[config.mk]
export PLATFORM = sky130hd
export DESIGN_NAME = sp_serial_mul
export DESIGN_NICKNAME = d
export VERILOG_FILES = /design/src/rtl/sp_mul_pkg.sv /design/src/rtl/sp_delay.sv /design/src/rtl/sp_in_ext.sv /design/src/rtl/sp_cell.sv /design/src/rtl/sp_serial_mul.sv
export SDC_FILE = /design/constraint.sdc
export NUM_CORES = 1
export LEC_CHECK = 0
export CORE_UTILIZATION = 50
export DETAILED_ROUTE_END_ITERATION = 8
export PLACE_DENSITY = 0.72
export SLEW_MARGIN = 20
export SYNTH_ARGS = -nofsm -noshare
export SYNTH_HDL_FRONTEND = slang
export SYNTH_SLANG_ARGS = --single-unit
[constraint.sdc]
create_clock -name clk_i -period 1.5 [get_ports clk_i]
set_input_delay 0.15 -clock clk_i [delete_from_list [all_inputs] [get_ports clk_i]]
set_output_delay 0.15 -clock clk_i [all_outputs]
set_load 0.01 [all_outputs]
[src/rtl/sp_mul_pkg.sv]
package sp_mul_pkg;
  // shift register inserted between cells when the cell itself has no output flop
  function automatic int link_regs(input int model);
    return (model == 0) ? 1 : 0;
  endfunction

  // extra data delay per stage needed to keep the chain aligned
  function automatic int skew_step(input int model);
    return model + link_regs(model) - 1;
  endfunction

  // cycles from data bit 0 to product bit 0
  function automatic int pipe_lat(input int model, input int cw);
    return (cw - 1) * skew_step(model) + model;
  endfunction
endpackage

[src/rtl/sp_delay.sv]
module sp_delay #(
  parameter int W = 1,
  parameter int D = 1
) (
  input  logic         clk_i,
  input  logic         rst_ni,
  input  logic [W-1:0] d_i,
  output logic [W-1:0] q_o
);
  logic [W-1:0] stage_q [D];

  always_ff @(posedge clk_i or negedge rst_ni) begin
    if (!rst_ni) begin
      for (int i = 0; i < D; i++) stage_q[i] <= '0;
    end else begin
      stage_q[0] <= d_i;
      for (int i = 1; i < D; i++) stage_q[i] <= stage_q[i-1];
    end
  end

  assign q_o = stage_q[D-1];
endmodule

[src/rtl/sp_in_ext.sv]
module sp_in_ext #(
  parameter int DW = 8,
  parameter int CW = 8
) (
  input  logic          clk_i,
  input  logic          rst_ni,
  input  logic          start_i,
  input  logic          bit_i,
  input  logic [CW-1:0] coef_i,
  output logic          bit_o,
  output logic [CW-1:0] coef_cur_o
);
  localparam int CNT_W = $clog2(DW + 1);
  localparam logic [CNT_W-1:0] FULL  = CNT_W'(DW);
  localparam logic [CNT_W-1:0] LASTB = CNT_W'(DW - 1);

  logic [CNT_W-1:0] cnt_q, idx;
  logic             sign_q;
  logic [CW-1:0]    coef_q;

  assign idx = start_i ? '0 : cnt_q;

  always_ff @(posedge clk_i or negedge rst_ni) begin
    if (!rst_ni) begin
      cnt_q  <= FULL;
      sign_q <= 1'b0;
      coef_q <= '0;
    end else begin
      cnt_q  <= (idx == FULL) ? FULL : idx + 1'b1;
      if (idx == LASTB) sign_q <= bit_i;
      if (start_i) coef_q <= coef_i;
    end
  end

  assign bit_o      = (idx < FULL) ? bit_i : sign_q;
  assign coef_cur_o = start_i ? coef_i : coef_q;

  assert_sign_repeat_R3: assert property (@(posedge clk_i) disable iff (!rst_ni)
    (!start_i && cnt_q == FULL) |=> (start_i || bit_o == $past(bit_o)));

  assert_coef_hold_R4: assert property (@(posedge clk_i) disable iff (!rst_ni)
    !start_i |=> $stable(coef_q));
endmodule

[src/rtl/sp_cell.sv]
module sp_cell #(
  parameter int MODEL  = 1,
  parameter bit IS_MSB = 1'b0
) (
  input  logic clk_i,
  input  logic rst_ni,
  input  logic start_i,
  input  logic x_i,
  input  logic coef_bit_i,
  input  logic sum_i,
  output logic sum_o
);
  logic c_q, carry_q, c_eff, pp, a_in, cin, fa_s, fa_c;

  assign c_eff = start_i ? coef_bit_i : c_q;
  assign a_in  = start_i ? 1'b0 : sum_i;

  // sign bit of the coefficient has negative weight: add ~x plus one
  always_comb begin
    if (IS_MSB) begin
      pp  = c_eff & ~x_i;
      cin = start_i ? c_eff : carry_q;
    end else begin
      pp  = c_eff & x_i;
      cin = start_i ? 1'b0 : carry_q;
    end
  end

  assign fa_s = pp ^ a_in ^ cin;
  assign fa_c = (pp & a_in) | (pp & cin) | (a_in & cin);

  always_ff @(posedge clk_i or negedge rst_ni) begin
    if (!rst_ni) begin
      c_q     <= 1'b0;
      carry_q <= 1'b0;
    end else begin
      c_q     <= c_eff;
      carry_q <= fa_c;
    end
  end

  if (MODEL == 0) begin : g_comb
    assign sum_o = fa_s;
  end else begin : g_pipe
    sp_delay #(.W(1), .D(MODEL)) u_out (
      .clk_i(clk_i), .rst_ni(rst_ni), .d_i(fa_s), .q_o(sum_o)
    );
  end
endmodule

[src/rtl/sp_serial_mul.sv]
module sp_serial_mul
  import sp_mul_pkg::*;
#(
  parameter int DATA_W    = 8,
  parameter int COEF_W    = 8,
  parameter int FRAC_W    = 6,
  parameter int LAT_MODEL = 1
) (
  input  logic              clk_i,
  input  logic              rst_ni,
  input  logic              start_i,
  input  logic              data_i,
  input  logic [COEF_W-1:0] coef_i,
  output logic              prod_o,
  output logic              frame_o
);
  localparam int LINK  = link_regs(LAT_MODEL);
  localparam int SKEW  = skew_step(LAT_MODEL);
  localparam int PIPE  = pipe_lat(LAT_MODEL, COEF_W);
  localparam int TOTAL = FRAC_W + PIPE;

  logic              x_ext;
  logic [COEF_W-1:0] coef_cur;
  logic              cell_sum [COEF_W];
  logic              chain_in [COEF_W];

  sp_in_ext #(.DW(DATA_W), .CW(COEF_W)) u_in (
    .clk_i(clk_i), .rst_ni(rst_ni), .start_i(start_i), .bit_i(data_i),
    .coef_i(coef_i), .bit_o(x_ext), .coef_cur_o(coef_cur)
  );

  for (genvar k = 0; k < COEF_W; k++) begin : g_cell
    localparam int TAP = (COEF_W - 1 - k) * SKEW;
    logic [1:0] tap;

    if (TAP == 0) begin : g_notap
      assign tap = {start_i, x_ext};
    end else begin : g_tap
      sp_delay #(.W(2), .D(TAP)) u_skew (
        .clk_i(clk_i), .rst_ni(rst_ni), .d_i({start_i, x_ext}), .q_o(tap)
      );
    end

    if (k == COEF_W - 1) begin : g_top
      assign chain_in[k] = 1'b0;
    end else if (LINK == 0) begin : g_direct
      assign chain_in[k] = cell_sum[k+1];
    end else begin : g_link
      sp_delay #(.W(1), .D(LINK)) u_link (
        .clk_i(clk_i), .rst_ni(rst_ni), .d_i(cell_sum[k+1]), .q_o(chain_in[k])
      );
    end

    sp_cell #(.MODEL(LAT_MODEL), .IS_MSB(k == COEF_W - 1)) u_cell (
      .clk_i(clk_i), .rst_ni(rst_ni), .start_i(tap[1]), .x_i(tap[0]),
      .coef_bit_i(coef_cur[k]), .sum_i(chain_in[k]), .sum_o(cell_sum[k])
    );
  end

  assign prod_o = cell_sum[0];

  if (TOTAL == 0) begin : g_frame0
    assign frame_o = start_i;
  end else begin : g_frame
    sp_delay #(.W(1), .D(TOTAL)) u_frame (
      .clk_i(clk_i), .rst_ni(rst_ni), .d_i(start_i), .q_o(frame_o)
    );
  end

  // checker state
  logic [3:0] pend_q;
  logic       seen_q;
  always_ff @(posedge clk_i or negedge rst_ni) begin
    if (!rst_ni) begin
      pend_q <= '0;
      seen_q <= 1'b0;
    end else begin
      pend_q <= pend_q + {3'b0, start_i} - {3'b0, frame_o};
      if (start_i) seen_q <= 1'b1;
    end
  end

  assert_frame_after_start_R2: assert property (@(posedge clk_i) disable iff (!rst_ni)
    frame_o |-> (pend_q != 4'd0 || start_i));

  assert_quiet_after_reset_R6: assert property (@(posedge clk_i) disable iff (!rst_ni)
    (!seen_q && !start_i) |-> (!prod_o && !frame_o));
endmodule

## After elaboration in Yosys (flattened, before gate mapping)

Index checks and enable logic that the tools add are counted.

| word-level totals | value |
|---|---|
| flip-flop bits (word level) | 36 |
| input bits | 12 |
| output and inout bits | 2 |
| logic and storage cells | 123 |

| cells by class | value |
|---|---|
| add/sub/neg operators | 1 |
| order comparisons | 1 |
| equality and inequality tests | 2 |
| mux-type cells | 26 |
| bitwise logic cells | 60 |

Operators by type and width:

| kind | count |
|---|---|
| AND 1 bit | 30 |
| two-way mux 1 bit | 24 |
| XOR 1 bit | 15 |
| bitwise OR 1 bit | 14 |
| two-way mux 4 bit | 2 |
| adder 4 x 1 -> 4 bit (second input constant) | 1 |
| == test 4 x 3 -> 1 bit (second input constant) | 1 |
| == test 4 bit (second input constant) | 1 |
| less-than comparator 4 bit (second input constant) | 1 |
| NOT 1 bit | 1 |

## Logic depth before layout (Yosys ltp)

Gate-level depths: netlist of the first run.

| depth | value |
|---|---|
| depth after elaboration | 7 |
| mapped depth | 6 |
| depth with buffers taken out | 5 |

## By module

Synthesis of the first run repeated with hierarchy kept, for this count alone.

| unflattened totals | value |
|---|---|
| cells, all modules | 110 |
| area total of the unflattened synthesis | 1,809.2 um^2 |

By module, submodules not included:

| module | times used | cells each | area each (um^2) | seq. area each (um^2) |
|---|---|---|---|---|
| sp_cell at g_cell[0].u_cell ... | 7 | 7 | 111.4 | 50.0 |
| sp_in_ext | 1 | 36 | 533.0 | 326.6 |
| sp_delay at g_cell[0].u_cell.g_pipe.u_out ... | 8 | 1 | 25.0 | 25.0 |
| sp_delay at g_frame.u_frame | 1 | 7 | 175.2 | 175.2 |
| sp_cell at g_cell[7].u_cell | 1 | 9 | 117.6 | 50.0 |
| sp_serial_mul | 1 | 1 | 3.8 | 0.0 |

## Worst setup path after synthesis of the first run

OpenSTA, ideal clock, no wires.

| path | value |
|---|---|
| path type | register -> register |
| start | register u_in.cnt_q[3] |
| end | register g_cell[1].u_cell.g_pipe.u_out.stage_q |
| setup time | 0.136 ns |
| data arrival time | 1.519 ns |
| data required time | 1.364 ns |
| path slack | -0.155 ns |
| stages on the path, launching flop included | 4 |
| path buffers | 0 |
| clock period less this slack | 1.655 ns |
| cells stage by stage | dfstp_2 > mux2i_2 > o21ai_1 > fa_1 |

| between the ends | value |
|---|---|
| cells in the longest elaborated chain, start to end | 6 |

RTL lines:

| item | line | text |
|---|---|---|
| start, declared | sp_in_ext.sv:17 | `logic [CNT_W-1:0] cnt_q, idx;` |
| start signal, assigned | sp_in_ext.sv:29 | `cnt_q <= (idx == FULL) ? FULL : idx + 1'b1;` |
| two-way mux 4 bit | sp_in_ext.sv:21 | `assign idx = start_i ? '0 : cnt_q;` |
| less-than comparator 4 bit | sp_in_ext.sv:35 | `assign bit_o = (idx < FULL) ? bit_i : sign_q;` |
| two-way mux 1 bit | sp_in_ext.sv:35 |  |
| AND 1 bit | sp_cell.sv:24 | `pp = c_eff & x_i;` |
| XOR 1 bit (2 in a row) | sp_cell.sv:29 | `assign fa_s = pp ^ a_in ^ cin;` |
| net g_cell[1].u_cell.fa_s | sp_cell.sv:13 | `logic c_q, carry_q, c_eff, pp, a_in, cin, fa_s, fa_c;` |
| end, declared | sp_delay.sv:10 | `logic [W-1:0] stage_q [D];` |

The timed path passes the listed nets, and every way through them passes these cells.
A chain may end at the register's enable or synchronous reset.

## Final worst setup path of the first run

| path | value |
|---|---|
| start | register u_in.cnt_q[3] |
| end | register g_cell[0].u_cell.g_pipe.u_out.stage_q |

| between the ends | value |
|---|---|
| cells in the longest elaborated chain, start to end | 6 |

RTL lines:

| item | line |
|---|---|
| two-way mux 4 bit | sp_in_ext.sv:21 |
| less-than comparator 4 bit | sp_in_ext.sv:35 |
| two-way mux 1 bit | sp_in_ext.sv:35 |
| AND 1 bit | sp_cell.sv:24 |
| XOR 1 bit (2 in a row) | sp_cell.sv:29 |
| net g_cell[0].u_cell.fa_s | sp_cell.sv:13 |
| end, declared | sp_delay.sv:10 |

The timed path passes the listed nets, and every way through them passes these cells.

==> flow_metrics.env, run 1 <==
export IMPL_status="finished, violations left"
export IMPL_violations="DRC, setup timing"
export IMPL_finalCritPeriodShare_pct=108
export IMPL_cp_slowest_stage_delay_ns=0.57
export IMPL_post_drt_wl_per_cell_um=14.4
export IMPL_grt_max_degree=29
export IMPL_post_route_min_period_ns=1.62
export IMPL_synth_simple_area_share_pct=19.0
export IMPL_fin_setup_tns_ns=-0.827
export IMPL_crit_type="register to register"
export IMPL_powerDensity_nw_per_um2=1000
export IMPL_slowest_stage="dfstp_2"
export IMPL_drive_above_1_share_pct=24.8
export IMPL_synth_area_top_cells="dfrtp_1 (57%), fa_1 (9.2%), nor2b_1 (7.4%), nand2_1 (3.7%), nand2b_1 (3.7%)"
export IMPL_ys_seq_area_share_pct=58.9
export IMPL_cp_max_fo=5
export IMPL_io_pins=14
export IMPL_total_power_uw=1940
export IMPL_fmax_mhz=616
export IMPL_clock_root_buffer="clkbuf_4"
export IMPL_r2r_slack_ns=-0.12
export IMPL_final_common_cell="dfrtp_1"
export IMPL_drt_wl_total_um=2660
export IMPL_maxCapViolations=0
export IMPL_clock_latency_ns=0.34
export IMPL_vias_per_cell=5.13
export IMPL_finalSetupViolations=11
export IMPL_cp_data_arrival_time_ns=1.90
export IMPL_ys_ff_latch=36
export IMPL_clockBufferDepth=2
export IMPL_clk_pin_slew_ns=0.10
export IMPL_die_w_um=57.3
export IMPL_cts_hold_buf=0
export IMPL_die_h_um=57.3
export IMPL_h_tree_depth=2
export IMPL_irDropWorstVdd_mv=0.692
export IMPL_synth_top_family_by_area="simple AND/OR/NAND/NOR gates"
export IMPL_synth_top_area_share_pct=57.2
export IMPL_grt_usage_pct=19.5
export IMPL_vias=943
export IMPL_cts_tree="built"
export IMPL_synth_nets=146
export IMPL_core_area_um2=2830
export IMPL_overflow=0
export IMPL_pre_cts_ws_ns=-0.265
export IMPL_dieArea_um2=3290
export IMPL_detail_route_iter0_violations=23
export IMPL_crit_path_start_kind="register"
export IMPL_place_inst=176
export IMPL_fin_util_pct=68.4
export IMPL_synth_area_um2=1530
export IMPL_gp_congestion=0.722
export IMPL_finClkSkew_ns=0.00977
export IMPL_final_cells=184
export IMPL_worstMarginPinSlew_ns=0.349
export IMPL_first_pass_iters=8
export IMPL_first_global_vias=1012
export IMPL_synth_xor_area_share_pct=0
export IMPL_start_util_pct=54.1
export IMPL_synth_compound_area_share_pct=5.07
export IMPL_remaining_drc_errors=1
export IMPL_portBuffers=13
export IMPL_clock_sinks=36
export IMPL_relSlewSlack_pct=76.7
export IMPL_synth_adder_area_share_pct=11.6
export IMPL_diodes=0
export IMPL_path_cells="mux2i_4 -> buf_6 -> o21ai_2 -> fa_2"
export IMPL_synth_mux_area_share_pct=2.61
export IMPL_required_ns=1.78
export IMPL_antenna_left=0
export IMPL_dp_hpwl_um=1840
export IMPL_num_rows=19
export IMPL_cts_made_buffers=5
export IMPL_nets=174
export IMPL_p_leak_uw=0.000913
export IMPL_setup_ws_ns=-0.125
export IMPL_syn_avg_cell_area_um2=12.4
export IMPL_final_hold_violation_count=0
export IMPL_synthCells=124
export IMPL_critPathCaptureType="register"
export IMPL_yosysWarnings=0
export IMPL_yosys_cell_types_count=25
export IMPL_area_growth_syn_to_layout_pct=26.4
export IMPL_post_synth_top_area_cell="dfrtp_1"
export IMPL_hold_path_class="input port to async pin"
export IMPL_antenna_found_initial=0
export IMPL_rsz0062_at_grt="true"
export IMPL_grt_pass1_wl_um=4590
export IMPL_final_cell_mix="dfrtp_1 (35), nor2b_1 (18), nand2_1 (15)"
export IMPL_maxSlewViolCount=0
[sequential cells by signal (all words and copies together) (netlist names)]
register                        cells
g_cell.u_cell.c_q                   8
g_cell.u_cell.carry_q               8
g_cell.u_cell.g_pipe.u_out.q_o      8
g_frame.u_frame.q_o                 1
g_frame.u_frame.stage_q             6
u_in.cnt_q                          4
u_in.sign_q                         1
[power breakdown]
group / total (µW) / internal, µW / switching [µW]
Clock: 530 / 223 / 307
Combinational: 314 / 164 / 151
Sequential: 1100 / 1070 / 31.9
[cell families (layout without fill, tap and decap cells)]
family	count (synthesis)	after routing
AO/OA/AOI/OAI	13	13
adder cells (fa/ha/maj)	10	10
buffers and inverters	9	38
flip-flops	36	36
multiplexers	3	3
AND/OR/NAND/NOR	53	53
[cells in the mapped netlist, drive strengths merged]
cell	n
a21o	1
a21oi	1
and3b	1
and4bb	1
buf	5
clkbuf	1
dfrtp	35
dfstp	1
fa	7
ha	3
inv	3
mux2	2
mux2i	1
nand2	15
nand2b	9
nand3	8
nor2	1
nor2b	18
o21ai	8
o21bai	1
o22a	1
o2bb2ai	1
[final timing paths]
kind,start,endpoint,cells after the start
min in group clk_i,g_frame.u_frame.stage_q[2],g_frame.u_frame.stage_q[1],0
hold / removal,rst_ni,u_in.cnt_q[0],1
setup / recovery,u_in.cnt_q[3],g_cell[0].u_cell.g_pipe.u_out.q_o,4
max in group asynchronous,rst_ni,g_frame.u_frame.stage_q[5],2
setup reg to reg,u_in.cnt_q[3],g_cell[0].u_cell.g_pipe.u_out.q_o,4
hold reg to reg,g_frame.u_frame.stage_q[2],g_frame.u_frame.stage_q[1],0
[timing repair]
action	CTS	global route
cloned	0	0
resized for setup	13	3
pin swaps	13	2
endpoints found under the setup margin	14	13
buffers inserted	0	0
[per-layer routing]
layer	track usage [%]	wire length, µm	part of all wire, %
met1	23.0	1130	42
met2	33.2	1370	52
met3	7.03	120	4.5
met4	6.27	39	1.5
met5	0	0	0
[stage by stage]
step	instance area, µm²	hold WS, ns
3_3_place_gp	1810	0.332
5_1_grt	1940	0.0696
6_report	1940	0.0755
3_5_place_dp	1810	0.335
2_1_floorplan	1540	-0.146
4_1_cts	1930	0.0587
[layout make-up]
| type | count | area (µm²) |
|---|---|---|
| Clock inverter | 2 | 10.0 |
| Fill cell | 203 | 893 |
| Multi-Input combinational cell | 79 | 654 |
| Inverter | 3 | 11.3 |
| Tap cell | 31 | 38.8 |
| Timing Repair Buffer | 27 | 268 |
| Sequential cell | 36 | 902 |
| Clock buffer | 6 | 51.3 |
[critical path: cells and delay by family (launching register included)]
| family | cells | cell delay (ns) |
|---|---|---|
| mux | 1 | 0.25 |
| buf+inv | 1 | 0.17 |
| flops | 1 | 0.57 |
| compound gates | 1 | 0.06 |
| fa+ha+maj | 1 | 0.52 |
(Power assumes the default switching activity.)
==> inputs of run 2 (changes only) <==
--- a/config.mk
+++ b/config.mk
@@ -7,6 +7,7 @@
 export LEC_CHECK = 0
 export CORE_UTILIZATION = 50
 export DETAILED_ROUTE_END_ITERATION = 8
+export GPL_ROUTABILITY_DRIVEN = 0
 export PLACE_DENSITY = 0.72
 export SLEW_MARGIN = 20
 export SYNTH_ARGS = -nofsm -noshare
==> results of run 2 <==
The final DEF is identical to that of run 1; final timing and power are the same.
==> inputs of run 3 (changes only) <==
--- a/config.mk
+++ b/config.mk
@@ -5,10 +5,12 @@
 export SDC_FILE = /design/constraint.sdc
 export NUM_CORES = 1
 export LEC_CHECK = 0
+export ABC_AREA = 1
 export CORE_UTILIZATION = 50
+export CTS_CLUSTER_SIZE = 20
 export DETAILED_ROUTE_END_ITERATION = 8
 export GPL_ROUTABILITY_DRIVEN = 0
-export PLACE_DENSITY = 0.72
+export PLACE_DENSITY = 0.71
 export SLEW_MARGIN = 20
 export SYNTH_ARGS = -nofsm -noshare
 export SYNTH_HDL_FRONTEND = slang
==> constraint.sdc (replaced) <==
create_clock -name clk_i -period 1.5 [get_ports clk_i]
set_input_delay 0.225 -clock clk_i [delete_from_list [all_inputs] [get_ports clk_i]]
set_output_delay 0.225 -clock clk_i [all_outputs]
set_load 0.01 [all_outputs]
==> run 3 against run 2 <==
The flow finishes with violations (setup timing). Synthesized cell count grew 28%. Register-to-register slack gained 0.08 ns. Non-clock buffer count grew 2. Hold slack gained 0.17 ns. First-iteration DRC count grew 65%. Sequential share of layout area shrank 3.0 points. Critical path type unchanged. Critical endpoint unchanged. Via count grew 12%.
==> flow_metrics.env, run 3 <==
export IMPL_status="finished, violations left"
export IMPL_violations="setup timing"
export IMPL_post_route_min_period_ns=1.54
export IMPL_relSlewSlack_pct=81.9
export IMPL_grt_max_degree=37
export IMPL_finClkSkew_ns=0.0114
export IMPL_antenna_found_initial=0
export IMPL_drive_above_1_share_pct=25.9
export IMPL_vias_per_cell=4.46
export IMPL_grt_usage_pct=20.9
export IMPL_yosys_cell_types_count=18
export IMPL_final_cells=237
export IMPL_cp_data_arrival_time_ns=1.75
export IMPL_crit_path_start_kind="register"
export IMPL_hold_path_class="input port to async pin"
export IMPL_final_hold_violation_count=0
export IMPL_drt_wl_total_um=2750
export IMPL_dieArea_um2=3430
export IMPL_required_ns=1.71
export IMPL_finalCritPeriodShare_pct=103
export IMPL_fmax_mhz=648
export IMPL_total_power_uw=2180
export IMPL_placed_area_um2=1900
export IMPL_first_pass_iters=4
export IMPL_die_w_um=58.6
export IMPL_diodes=0
export IMPL_place_inst=228
export IMPL_die_h_um=58.6
export IMPL_yosys_most_used_dff="dfrtp_1"
export IMPL_num_rows=20
export IMPL_start_util_pct=52.5
export IMPL_synth_simple_area_share_pct=17.1
export IMPL_synth_top_area_share_pct=54.7
export IMPL_synth_adder_area_share_pct=11.1
export IMPL_detail_route_iter0_violations=38
export IMPL_syn_avg_cell_area_um2=10.1
export IMPL_synth_xor_area_share_pct=0
export IMPL_area_growth_syn_to_layout_pct=29.1
export IMPL_vias=1056
export IMPL_yosysWarnings=0
export IMPL_overflow=0
export IMPL_maxSlewViolCount=0
export IMPL_dp_hpwl_um=1850
export IMPL_post_synth_top_area_cell="dfrtp_1"
export IMPL_worstMarginPinSlew_ns=0.270
export IMPL_synth_nets=181
export IMPL_remaining_drc_errors=0
export IMPL_synth_area_um2=1600
export IMPL_cp_max_fo=7
export IMPL_synthTopCellsByCount="inv_1 (40), dfrtp_1 (35), nor2_1 (27), nand2_1 (22), fa_1 (7)"
export IMPL_async_reset_ff_share_pct=100
export IMPL_setup_ws_ns=-0.0426
export IMPL_first_global_vias=1139
export IMPL_design_area_um2=2070
export IMPL_hold_ws_ns=0.248
export IMPL_ys_seq_area_share_pct=56.3
export IMPL_irDropWorstVdd_mv=0.519
export IMPL_clock_root_buffer="clkbuf_4"
export IMPL_io_pins=14
export IMPL_core_area_um2=3050
export IMPL_clock_sinks=36
export IMPL_synth_compound_area_share_pct=3.59
export IMPL_powerDensity_nw_per_um2=1050
export IMPL_synth_top_family_by_area="simple AND/OR/NAND/NOR gates"
export IMPL_synth_area_top_cells="dfrtp_1 (55%), inv_1 (9.4%), fa_1 (8.8%), nor2_1 (6.3%), nand2_1 (5.2%)"
export IMPL_final_cell_mix="inv_1 (40), dfrtp_1 (35), nand2_1 (21)"
export IMPL_clockBufferDepth=2
export IMPL_post_drt_wl_per_cell_um=11.6
export IMPL_rsz0062_at_grt="true"
export IMPL_final_common_cell="inv_1"
export IMPL_cts_made_buffers=5
export IMPL_nets=214
export IMPL_clk_pin_slew_ns=0.11
export IMPL_synth_mux_area_share_pct=0
export IMPL_portBuffers=13
export IMPL_grt_pass1_wl_um=4950
export IMPL_finalSetupViolations=7
export IMPL_synth_edff_count=0
export IMPL_antenna_left=0
export IMPL_p_leak_uw=0.00107
export IMPL_critPathCaptureType="register"
export IMPL_synthCells=159
export IMPL_ys_ff_latch=36
export IMPL_crit_type="register to register"
export IMPL_clock_latency_ns=0.34
export IMPL_h_tree_depth=2
export IMPL_maxCapViolations=0
export IMPL_synth_most_common_cell="inv_1"
export IMPL_cts_tree="built"
## run 3: changes by cell type after synthesis, moves of 7 or more
| cell | previous run | this run |
|---|---|---|
| nand2b_1 | 9 | 0 |
| nand2_1 | 15 | 22 |
| nor2b_1 | 18 | 0 |
| o21ai_1 | 7 | 0 |
| inv_1 | 3 | 40 |
| nor2_1 | 1 | 27 |
## run 3: critical path, cell delays in order, from the launching register on
cell     delay (ns)
dfstp_2        0.61
nand2_4        0.08
nand2_4        0.08
nand2_8        0.10
nor2_4         0.10
fa_1           0.42
## run 3: report_power, final
part	internal, µW	total (µW)	switching (µW)
Combinational	172	384	212
Sequential	1080	1130	41.0
Clock	349	668	318
## run 3: metal layers
metal,vias to the layer above,part of all wire (%),track usage [%]
met5,-,0,0
met4,0,1.4,11.9
met3,4,3.3,7.25
met2,20,56,36.1
met1,516,39,22.2
li1,516,-,-
## run 3: kinds of logic (layout without fill, tap and decap cells)
kind of cell	count (synthesis)	in the layout
buffers and inverters	44	78
adder cells (fa/ha/maj)	10	10
AO/OA/AOI/OAI	7	7
AND/OR/NAND/NOR	62	62
flip-flops	36	36
## run 3: final timing paths
kind	start	endpoint	slack, ns	cells past startpoint
hold reg to reg	g_frame.u_frame.stage_q[4]	g_frame.u_frame.stage_q[3]	0.37	0
setup reg to reg	u_in.cnt_q[3]	g_cell[0].u_cell.g_pipe.u_out.q_o	-0.04	5
hold / removal	rst_ni	g_frame.u_frame.stage_q[1]	0.25	2
setup / recovery	u_in.cnt_q[3]	g_cell[0].u_cell.g_pipe.u_out.q_o	-0.04	5
max in group asynchronous	rst_ni	u_in.cnt_q[3]	1.01	2
min in group clk_i	g_frame.u_frame.stage_q[4]	g_frame.u_frame.stage_q[3]	0.37	0
## run 3: per-stage QoR
stage	TNS, ns	util (%)	worst slack (ns)
3_3_place_gp	-4.49	62.3	-0.313
2_1_floorplan	0	-	0.0662
4_1_cts	-0.0474	67.4	-0.0205
5_1_grt	-0.493	67.7	-0.0796
3_5_place_dp	-5.10	62.3	-0.352
6_report	-0.161	67.7	-0.0426
## run 3: area by class of cell
cell class                      count  area, µm²
Clock buffer                        6       41.3
Tap cell                           44       55.1
Sequential cell                    36        902
Multi-Input combinational cell     79        591
Timing Repair Buffer               29        288
Fill cell                         261        985
Clock inverter                      2       35.0
Inverter                           41        156
## run 3: timing repair
action                                 4_1_cts  5_1_grt
resized for setup                           18        2
endpoints found under the hold margin        0        0
setup buffers                                1        0
pin swaps                                    3        5
setup endpoints to repair                   11        8
hold buffers                                 0        0
